--- src/rtl/branch_eval.sv ---
module branch_eval #(
  parameter int ADDR_W      = 16,
  parameter int DISP_W      = 8,
  parameter int INSTR_BYTES = 2
) (
  input  logic              clk,
  input  logic              rst_n,
  input  logic              eval_valid,
  input  logic [3:0]        cond_sel,
  input  logic              flag_n,
  input  logic              flag_z,
  input  logic              flag_v,
  input  logic              flag_c,
  input  logic [ADDR_W-1:0] op_addr,
  input  logic [DISP_W-1:0] disp,
  output logic              res_valid,
  output logic              res_taken,
  output logic [ADDR_W-1:0] res_next_pc
);

  localparam int EXT_W = ADDR_W - DISP_W;

  logic [7:0]        pred;
  logic              take;
  logic [ADDR_W-1:0] fall_pc;
  logic [ADDR_W-1:0] disp_ext;
  logic [ADDR_W-1:0] jump_pc;

  assign pred[0] = 1'b1;
  assign pred[1] = ~flag_c & ~flag_z;
  assign pred[2] = ~flag_c;
  assign pred[3] = ~flag_z;
  assign pred[4] = ~flag_v;
  assign pred[5] = ~flag_n;
  assign pred[6] = ~(flag_n ^ flag_v);
  assign pred[7] = ~(flag_n ^ flag_v) & ~flag_z;

  assign take     = pred[cond_sel[3:1]] ^ cond_sel[0];
  assign fall_pc  = op_addr + ADDR_W'(INSTR_BYTES);
  assign disp_ext = {{EXT_W{disp[DISP_W-1]}}, disp};
  assign jump_pc  = fall_pc + disp_ext;

  always_ff @(posedge clk) begin
    if (!rst_n) begin
      res_valid   <= 1'b0;
      res_taken   <= 1'b0;
      res_next_pc <= '0;
    end else begin
      res_valid <= eval_valid;
      if (eval_valid) begin
        res_taken   <= take;
        res_next_pc <= take ? jump_pc : fall_pc;
      end
    end
  end


  valid_follow_chk: assert property (@(posedge clk) disable iff (!rst_n)
    eval_valid |=> res_valid);

  valid_drop_chk: assert property (@(posedge clk) disable iff (!rst_n)
    !eval_valid |=> !res_valid);

  idle_hold_chk: assert property (@(posedge clk) disable iff (!rst_n)
    !eval_valid |=> ($stable(res_taken) && $stable(res_next_pc)));

  always_taken_chk: assert property (@(posedge clk) disable iff (!rst_n)
    (eval_valid && cond_sel == 4'd0) |=> res_taken);

  never_taken_chk: assert property (@(posedge clk) disable iff (!rst_n)
    (eval_valid && cond_sel == 4'd1) |=> !res_taken);

  equal_chk: assert property (@(posedge clk) disable iff (!rst_n)
    (eval_valid && cond_sel == 4'd7) |=> (res_taken == $past(flag_z)));

  fallthru_chk: assert property (@(posedge clk) disable iff (!rst_n)
    (eval_valid && cond_sel == 4'd1) |=>
      (res_next_pc == ADDR_W'($past(op_addr) + ADDR_W'(INSTR_BYTES))));

endmodule

--- config.mk ---
export PLATFORM = sky130hd
export DESIGN_NAME = branch_eval
export DESIGN_NICKNAME = d
export VERILOG_FILES = /design/src/rtl/branch_eval.sv
export SDC_FILE = /design/constraint.sdc
export NUM_CORES = 1
export LEC_CHECK = 0
export ABC_AREA = 1
export BUFFER_PORTS_ARGS = -buffer_cell sky130_fd_sc_hd__buf_2
export CAP_MARGIN = 20
export CELL_PAD_IN_SITES_DETAIL_PLACEMENT = 1
export CELL_PAD_IN_SITES_GLOBAL_PLACEMENT = 1
export CORE_ASPECT_RATIO = 0.7
export CORE_UTILIZATION = 30
export CTS_CLUSTER_SIZE = 24
export DETAILED_ROUTE_END_ITERATION = 12
export PLACE_DENSITY_LB_ADDON = 0.1
export SYNTH_ARGS = -nofsm -noshare
export SYNTH_HDL_FRONTEND = slang
export SYNTH_SLANG_ARGS = --single-unit
--- constraint.sdc ---
create_clock -name clk -period 6.1 [get_ports clk]
set_input_delay 1.22 -clock clk [delete_from_list [all_inputs] [get_ports clk]]
set_output_delay 1.22 -clock clk [all_outputs]
set_load 0.01 [all_outputs]
==> impl_metrics.json, run 1 <==
{
  "whs_ns": 0.4623,
  "timing.slew.headroom_pct": 57.33,
  "die_x_um": 106.4,
  "path_clk_slew_ns": 0.07,
  "p_leak_nw": 1.481,
  "period_needed_ns": 3.547,
  "cts_buffers": 3,
  "fmax_ghz": 0.2819,
  "final_max_slew_viol_count": 0,
  "area_growth_pct": 16.36,
  "synth_cell_type_count": 31,
  "die_y_um": 75.06,
  "yosys.area.top_type": "nand2_1",
  "synthTopCellsByArea": "nand2_1, dfxtp_1, ha_1",
  "ys_seq_area_share_pct": 15.75,
  "clock_latency_ns": 0.24,
  "critPathArrivalTime_ns": 3.69,
  "clock_path_buffers": 2,
  "combPwrFrac_pct": 50.5,
  "grt_pass1_vias": 2268,
  "fin_nets": 490,
  "async_reset_ff_share_pct": 0,
  "antenna_cells": 0,
  "skew_ns": 0,
  "grt_setup_unrepaired": "false",
  "hold_violations": 0,
  "crit_chain": "buf_2 -> ha_1 -> nand3_1 -> nor3_1 -> xor2_1 -> ha_1 -> nand2_1 -> inv_1 -> a21oi_1 -> nor2_1 -> nor2_1 -> nand3_1 -> nand2_1 -> nor2_1 -> nor2_1 -> nor2_1",
  "overflow": 0,
  "routed_wl_um": 7069,
  "post-place-ws_ns": 2.299,
  "dp_cells": 527,
  "post_cts_resized": 0,
  "drt_iter0_drc": 87,
  "ir_drop_uv": 91.09,
  "initial_core_util_pct": 31.11,
  "rows": 26,
  "wl_per_cell_um": 13.34,
  "viasPerCell": 4.606,
  "grtUsageTotal_pct": 18.38,
  "drive_gt1_share_pct": 20.14,
  "stdcell_area_um2": 2661,
  "htree_num_levels": 1,
  "cts_tree": "yes",
  "core_area_um2": 7352,
  "p_int_uw": 251.2,
  "synth_nets": 439,
  "syn_avg_cell_area_um2": 5.972,
  "seqPwrFrac_pct": 30.9,
  "worst_pin_slew_ns": 0.6400,
  "crit_path_frequent_cell": "nor2_1",
  "required_ns": 6.24,
  "setup_violations": 0,
  "ctsHoldBuffers": 0,
  "synth_seq_cells": 18,
  "synth.top_cell.area_share_pct": 20.51,
  "swShare_pct": 42.04,
  "path_max_fanout": 4,
  "clk_root_buffer_cell": "clkbuf_8",
  "min_period_over_period_pct": 58.14,
  "grt_pass1_wl_um": 11400,
  "outcome": "finished, final reports clean",
  "portBuffers": 52,
  "placed_area_um2": 2620,
  "dp_hpwl_um": 6042,
  "cts.sink_count": 18,
  "cp_slowest_cell": "xor2_1",
  "final_cell_mix": "nand2_1, inv_1, buf_2, nor2_1, nand3_1",
  "cts_setup_buffers": 0,
  "worstSetupPathType": "in2reg",
  "ys.flop_type": "dfxtp_1",
  "critPathLaunchType": "input port",
  "switchingPower_uw": 182.2,
  "vias": 2441,
  "ant_nets": 0,
  "drv_cap": 0,
  "die_area_um2": 7983,
  "cp-end-kind": "flip-flop",
  "layout_commonest_cell": "nand2_1",
  "yosysWarnings": 0,
  "powerDensity_nw_per_um2": 162.9,
  "setup_slack_ns": 2.553,
  "globalplace.congestion": 0.8210,
  "synth-edff-count": 0,
  "clkPwrFrac_pct": 18.6,
  "boundaryPins": 53,
  "syn_inst": 383,
  "drt-pass1-iter-count": 4,
  "antenna_found_initial": 0,
  "drc": 0,
  "ff2ff_setup_slack_ns": 5.36,
  "fill_cells": 1030,
  "fin_tns_setup_ns": 0,
  "grt_max_degree": 29,
  "slowest_delay_ns": 0.36,
  "worst_hold_path_type": "reg2reg",
  "syn_area_um2": 2287,
  "stdcell_count": 530
}
## cells in the mapped netlist, types with 4 or more instances
cell type	n
ha_1	20
dfxtp_1	18
xnor2_1	6
nor2_1	40
nor3_1	4
a21oi_1	22
nand3b_1	4
nand3_1	24
xor2_1	6
nand4_1	6
nand2_1	125
o21ai_0	9
inv_1	54
nand2_2	9
nand3_2	10
## power groups by stage
stage               registers [mW]  clock network [mW]  logic (mW)
floorplan                    0.142                   0       0.149
global placement             0.136                   0       0.215
detailed placement           0.137                   0       0.219
CTS                          0.134              0.0833       0.220
global route                 0.135              0.0878       0.249
finish                       0.134              0.0807       0.219
## stage by stage
step / total power, mW / utilization [%]
finish: 0.4334 / 36.20
global route: 0.4717 / 36.20
CTS: 0.4369 / 36.20
detailed placement: 0.3553 / 35.64
global placement: 0.3515 / 35.64
floorplan: 0.2903 / -
## path summary, 6_finish.rpt
check	from	to	depth (start not counted)
max	op_addr[1]	res_next_pc[14]$_SDFFE_PN0P_	16
min	res_next_pc[0]$_SDFFE_PN0P_	res_next_pc[0]$_SDFFE_PN0P_	2
max reg2reg	res_next_pc[15]$_SDFFE_PN0P_	res_next_pc[15]$_SDFFE_PN0P_	2
min reg2reg	res_next_pc[0]$_SDFFE_PN0P_	res_next_pc[0]$_SDFFE_PN0P_	2
## flip-flops by register name (all words and copies together), names as in the netlist
signal / flops
res_next_pc: 16
res_taken: 1
res_valid: 1
## area by class of cell
type                    count  area [um2]  share of cell area [%]
multi-input cells         303        1667                   62.62
flip-flops and latches     18       360.3                   13.54
repair buffers             52       260.3                   9.779
inverters                  56       210.2                   7.898
well taps                  98       122.6                   4.607
clock buffers               3       41.29                   1.551
## critical path, delay by kind of cell
kind,cells,cell delay [ns]
xor+xnor,1,0.36
fa+ha+maj,2,0.51
buf+inv,2,0.20
compound gates,1,0.24
simple gates,10,1.17
## routing by layer
layer | vias to the layer above | wire length [um] | track usage, %
li1 | 1313 | - | -
met1 | 1078 | 4093 | 29.41
met2 | 46 | 2664 | 26.98
met3 | 4 | 276 | 0.9524
met4 | 0 | 35 | 2.778
met5 | - | 0 | 0
## kinds of logic (layout without fill, tap and decap cells)
family	Yosys count	after routing	synth area share [%]
AO/OA/AOI/OAI	42	42	10.94
XOR/XNOR	12	12	4.595
AND/OR/NAND/NOR	228	228	45.51
flip-flops	18	18	15.76
adder cells (fa/ha/maj)	21	21	11.82
buffers and inverters	62	111	11.38
No activity file was read; power rests on OpenSTA's default activity.
==> inputs of run 2 (changes only) <==
==> constraint.sdc (replaced) <==
create_clock -name clk -period 3 [get_ports clk]
set_input_delay 0.6 -clock clk [delete_from_list [all_inputs] [get_ports clk]]
set_output_delay 0.6 -clock clk [all_outputs]
set_load 0.01 [all_outputs]
==> impl_metrics.json, run 2 (synthesis gave the netlist of run 1 again) <==
{
  "die_area_um2": 7983,
  "fin_tns_setup_ns": 0,
  "ant_nets": 0,
  "cp-end-kind": "flip-flop",
  "grt_use_met1_pct": 28.84,
  "initial_core_util_pct": 31.11,
  "critPathLaunchType": "input port",
  "drt-pass1-iter-count": 4,
  "reg2reg_to": "res_next_pc[15]$_SDFFE_PN0P_",
  "p_leak_nw": 1.542,
  "fin_nets": 501,
  "overflow": 0,
  "routed_wl_um": 7270,
  "critPathArrivalTime_ns": 2.88,
  "antenna_found_initial": 0,
  "vias": 2511,
  "drv_cap": 0,
  "min-delay-start": "res_next_pc[3]$_SDFFE_PN0P_",
  "htree_num_levels": 1,
  "rows": 26,
  "path_max_fanout": 5,
  "path_clk_slew_ns": 0.07,
  "worst_hold_path_type": "reg2reg",
  "min_period_over_period_pct": 90.90,
  "grt_pass1_vias": 2333,
  "top_regs": "res_next_pc (16), res_taken (1), res_valid (1)",
  "cts_tree": "yes",
  "final_max_slew_viol_count": 0,
  "dp_hpwl_um": 6214,
  "die_y_um": 75.06,
  "global_route.peak_usage_layer": "met1",
  "drt_iter0_drc": 90,
  "portBuffers": 52,
  "post_cts_resized": 0,
  "fmax_ghz": 0.3667,
  "skew_ns": 0,
  "grt_setup_unrepaired": "false",
  "clock_path_buffers": 2,
  "reg2regPathDepth": 2,
  "drc": 0,
  "largest_reg_flops": 16,
  "cts_buffers": 3,
  "grtUsageMet2_pct": 28.50,
  "setup_violations": 0,
  "grt_pass1_wl_um": 11590,
  "required_ns": 3.15,
  "ctsHoldBuffers": 0,
  "antenna_cells": 0,
  "regArea_um2": 360.3,
  "whs_endpoint": "res_next_pc[3]$_SDFFE_PN0P_",
  "worst_pin_slew_ns": 0.3573,
  "whs_ns": 0.4655,
  "globalplace.congestion": 0.7939,
  "hold_violations": 0,
  "layout_commonest_cell": "nand2_1",
  "clk_root_buffer_cell": "clkbuf_8",
  "r2r-start": "res_next_pc[15]$_SDFFE_PN0P_",
  "grtUsageTotal_pct": 18.66,
  "cts_setup_buffers": 0,
  "timing.slew.headroom_pct": 76.10,
  "final_cell_mix": "nand2_1, inv_1, buf_2, nor2_1, nand3_1",
  "regMostFlops": "res_next_pc",
  "wl_per_cell_um": 13.41,
  "grt_util_met3_pct": 1.126,
  "clock_latency_ns": 0.25,
  "ff2ff_setup_slack_ns": 2.31,
  "drive_gt1_share_pct": 22.97,
  "die_x_um": 106.4,
  "viasPerCell": 4.633,
  "area_growth_pct": 21.06,
  "cts.sink_count": 18,
  "powerDensity_nw_per_um2": 336.8,
  "hold_depth": 2,
  "multiInputGateArea_um2": 1678,
  "period_needed_ns": 2.727,
  "fill_cells": 1028,
  "outcome": "finished, final reports clean",
  "grt_max_degree": 20,
  "ir_drop_uv": 213.7,
  "boundaryPins": 53,
  "core_area_um2": 7352,
  "worstSetupPathType": "in2reg"
}
run 2: cell count changes in the layout (fill, tap and decap cells not counted):
cell	delta
buf_4	+11
a21oi_1	-1
a21oi_2	+1
clkbuf_8	+1
ha_1	-1
ha_2	+1
nor3_1	-1
nor3_2	+1
o21ai_0	-1
o21ai_1	+1
run 2: area by class of cell:
cell class | count | area share, %
timing repair buffer | 63 | 12.38
clock buffer | 4 | 1.988
sequential | 18 | 13.01
inverter | 56 | 7.592
multi-input combinational | 303 | 60.60
tap | 98 | 4.428
run 2: critical path, cell delays in order:
cell and delay [ns]:
buf_2 0.14, inv_1 0.11, nor3_4 0.26, buf_4 0.15, nand3_1 0.09, nand2_1 0.13
inv_1 0.05, ha_1 0.36, nand2_1 0.10, inv_1 0.07, nand3_1 0.10, nor3_1 0.15
nand2_1 0.11, a21oi_1 0.17, nor2_1 0.07, nor2_1 0.17, nor2_1 0.05
run 2: worst max-delay path by stage:
stage,start,endpoint,slack [ns],cells past startpoint
after detailed placement,op_addr[1],res_next_pc[14]$_SDFFE_PN0P_,-0.11,15
after floorplan,op_addr[1],res_next_pc[14]$_SDFFE_PN0P_,0.52,15
final,op_addr[1],res_next_pc[14]$_SDFFE_PN0P_,0.27,17
after global placement,op_addr[1],res_next_pc[14]$_SDFFE_PN0P_,-0.04,16
after global routing,op_addr[1],res_next_pc[14]$_SDFFE_PN0P_,0.02,17
after CTS,op_addr[1],res_next_pc[14]$_SDFFE_PN0P_,0.16,15
run 2: per-layer routing:
metal | up-vias | part of all wire, % | wire [um]
met1 | 1131 | 58 | 4181
li1 | 1335 | - | -
met5 | - | 0 | 0
met3 | 4 | 2.3 | 165
met2 | 41 | 40 | 2883
met4 | 0 | 0.55 | 40
run 2: power breakdown:
part	switching, mW	internal (mW)
Clock	0.0832	0.117
Sequential	0.0108	0.262
Combinational	0.288	0.172
run 2: through the flow:
stage	utilization [%]	std cells	setup slack, ns	cell area (um2)	power (mW)
3_3_place_gp	36.76	538	-0.04303	2703	0.7267
5_1_grt	37.66	542	0.01683	2769	1.010
4_1_cts	37.51	542	0.1560	2758	0.9389
2_1_floorplan	-	383	0.5209	2287	0.5904
3_5_place_dp	36.76	538	-0.1086	2703	0.7375
6_report	37.66	542	0.2729	2769	0.9326
==> inputs of run 3 (changes only) <==
--- a/config.mk
+++ b/config.mk
@@ -11,10 +11,11 @@
 export CELL_PAD_IN_SITES_DETAIL_PLACEMENT = 1
 export CELL_PAD_IN_SITES_GLOBAL_PLACEMENT = 1
 export CORE_ASPECT_RATIO = 0.7
-export CORE_UTILIZATION = 30
+export CORE_UTILIZATION = 37
 export CTS_CLUSTER_SIZE = 24
 export DETAILED_ROUTE_END_ITERATION = 12
 export PLACE_DENSITY_LB_ADDON = 0.1
+export RECOVER_POWER = 50
 export SYNTH_ARGS = -nofsm -noshare
 export SYNTH_HDL_FRONTEND = slang
 export SYNTH_SLANG_ARGS = --single-unit
==> constraint.sdc (replaced) <==
create_clock -name clk -period 2.65 [get_ports clk]
set_input_delay 0.53 -clock clk [delete_from_list [all_inputs] [get_ports clk]]
set_output_delay 0.53 -clock clk [all_outputs]
set_load 0.01 [all_outputs]
==> impl_metrics.json, run 3 (synthesis gave the netlist of run 1 again) <==
{
  "globalplace.congestion": 0.8296,
  "stdcell_count": 542,
  "path_clk_slew_ns": 0.08,
  "boundaryPins": 53,
  "cts_tree": "yes",
  "fin_nets": 524,
  "drive_gt1_share_pct": 27.84,
  "vias": 2698,
  "regArea_um2": 360.3,
  "grt_pass1_vias": 2478,
  "initial_core_util_pct": 39.15,
  "skew_ns": 0,
  "viasPerCell": 4.978,
  "grt_pass1_wl_um": 11800,
  "grtUsageTotal_pct": 23.75,
  "die_area_um2": 6505,
  "drv_cap": 0,
  "worstSetupPathType": "in2reg",
  "dp_hpwl_um": 6114,
  "powerDensity_nw_per_um2": 371.1,
  "drt_iter0_drc": 86,
  "clock_path_buffers": 2,
  "setup_violations": 0,
  "antenna_found_initial": 0,
  "hold_violations": 0,
  "overflow": 0,
  "critPathLaunchType": "input port",
  "portBuffers": 52,
  "core_area_um2": 5842,
  "final_cell_mix": "nand2_1, inv_1, nor2_1, buf_4, buf_2",
  "die_x_um": 95.97,
  "cts.sink_count": 18,
  "grt_max_degree": 17,
  "multiInputGateArea_um2": 1847,
  "critPathArrivalTime_ns": 2.66,
  "ant_nets": 0,
  "die_y_um": 67.78,
  "worst_pin_slew_ns": 0.7793,
  "drt-pass1-iter-count": 5,
  "required_ns": 2.80,
  "path_max_fanout": 4,
  "clk_root_buffer_cell": "clkbuf_8",
  "rows": 23,
  "stdcell_area_um2": 3065,
  "ir_drop_uv": 157.6,
  "regMostFlops": "res_next_pc",
  "largest_reg_flops": 16,
  "area_growth_pct": 34.03,
  "routed_wl_um": 7997,
  "dp_cells": 532,
  "cp-end-kind": "flip-flop",
  "period_needed_ns": 2.508,
  "timing.slew.headroom_pct": 48.05,
  "clock_latency_ns": 0.25,
  "min_period_over_period_pct": 94.64,
  "outcome": "finished, final reports clean",
  "top_regs": "res_next_pc (16), res_taken (1), res_valid (1)",
  "final_max_slew_viol_count": 0,
  "layout_commonest_cell": "nand2_1",
  "htree_num_levels": 1,
  "fmax_ghz": 0.3987,
  "antenna_cells": 0,
  "fill_cells": 833,
  "worst_hold_path_type": "reg2reg",
  "p_leak_nw": 1.617,
  "placed_area_um2": 2801,
  "cts_buffers": 3,
  "drc": 0,
  "wl_per_cell_um": 14.75
}
==> run 3: path summary, 6_finish.rpt <==
path                                      from                            to  slack [ns]  cells past startpoint
setup / recovery                    op_addr[1]  res_next_pc[14]$_SDFFE_PN0P_        0.14                     16
hold / removal     res_next_pc[0]$_SDFFE_PN0P_   res_next_pc[0]$_SDFFE_PN0P_        0.47                      2
setup reg to reg  res_next_pc[15]$_SDFFE_PN0P_  res_next_pc[15]$_SDFFE_PN0P_        1.88                      2
hold reg to reg    res_next_pc[0]$_SDFFE_PN0P_   res_next_pc[0]$_SDFFE_PN0P_        0.47                      2
==> run 3: what timing repair did <==
item                       4_1_cts  5_1_grt
hold buffers                     0        0
setup endpoints to repair        1       10
setup buffers                    0        6
cloned                           0        0
resized for setup                0       35
pin swaps                        0       11
==> run 3: layer usage <==
metal  global-route usage [%]  wire length [um]
met3                    1.014               201
met4                    3.918                64
met1                    35.71              4027
met2                    37.77              3703
met5                        0                 0
==> run 3: per-stage QoR <==
stage	total power [mW]	TNS [ns]	util [%]	setup WS, ns	hold WS, ns
after detailed placement	0.8605	-1.508	47.95	-0.2715	0.4566
after global placement	0.8412	-0.9322	47.95	-0.2131	0.4501
final	1.138	0	52.47	0.1420	0.4672
after CTS	1.092	-0.01007	48.90	-0.01007	0.4674
after floorplan	0.6683	0	-	0.2409	0.4900
after global routing	1.224	-0.1076	52.47	-0.04717	0.4887
==> run 3: area by class of cell <==
type | instances | area share, %
Multi-Input combinational cell | 303 | 60.24
Clock buffer | 4 | 1.796
Timing Repair Buffer | 86 | 16.29
Sequential cell | 18 | 11.76
Inverter | 56 | 6.857
Tap cell | 75 | 3.061
==> run 3: critical path: stages <==
cell and delay, ns:
buf_4 0.14, ha_1 0.16, nand3_1 0.12, nor2_4 0.18, nand2_1 0.11, xor2_2 0.20
ha_1 0.31, nand2_1 0.08, inv_1 0.11, nand3_2 0.10, nor3_2 0.11, nand2_1 0.09
a21oi_1 0.15, nor2_1 0.06, nor2_1 0.14, nor2_1 0.06
==> run 3: report_power, final <==
group	switching [mW]	internal, mW
clock network	0.0977	0.132
registers	0.0132	0.296
logic	0.362	0.237
total	0.472	0.665
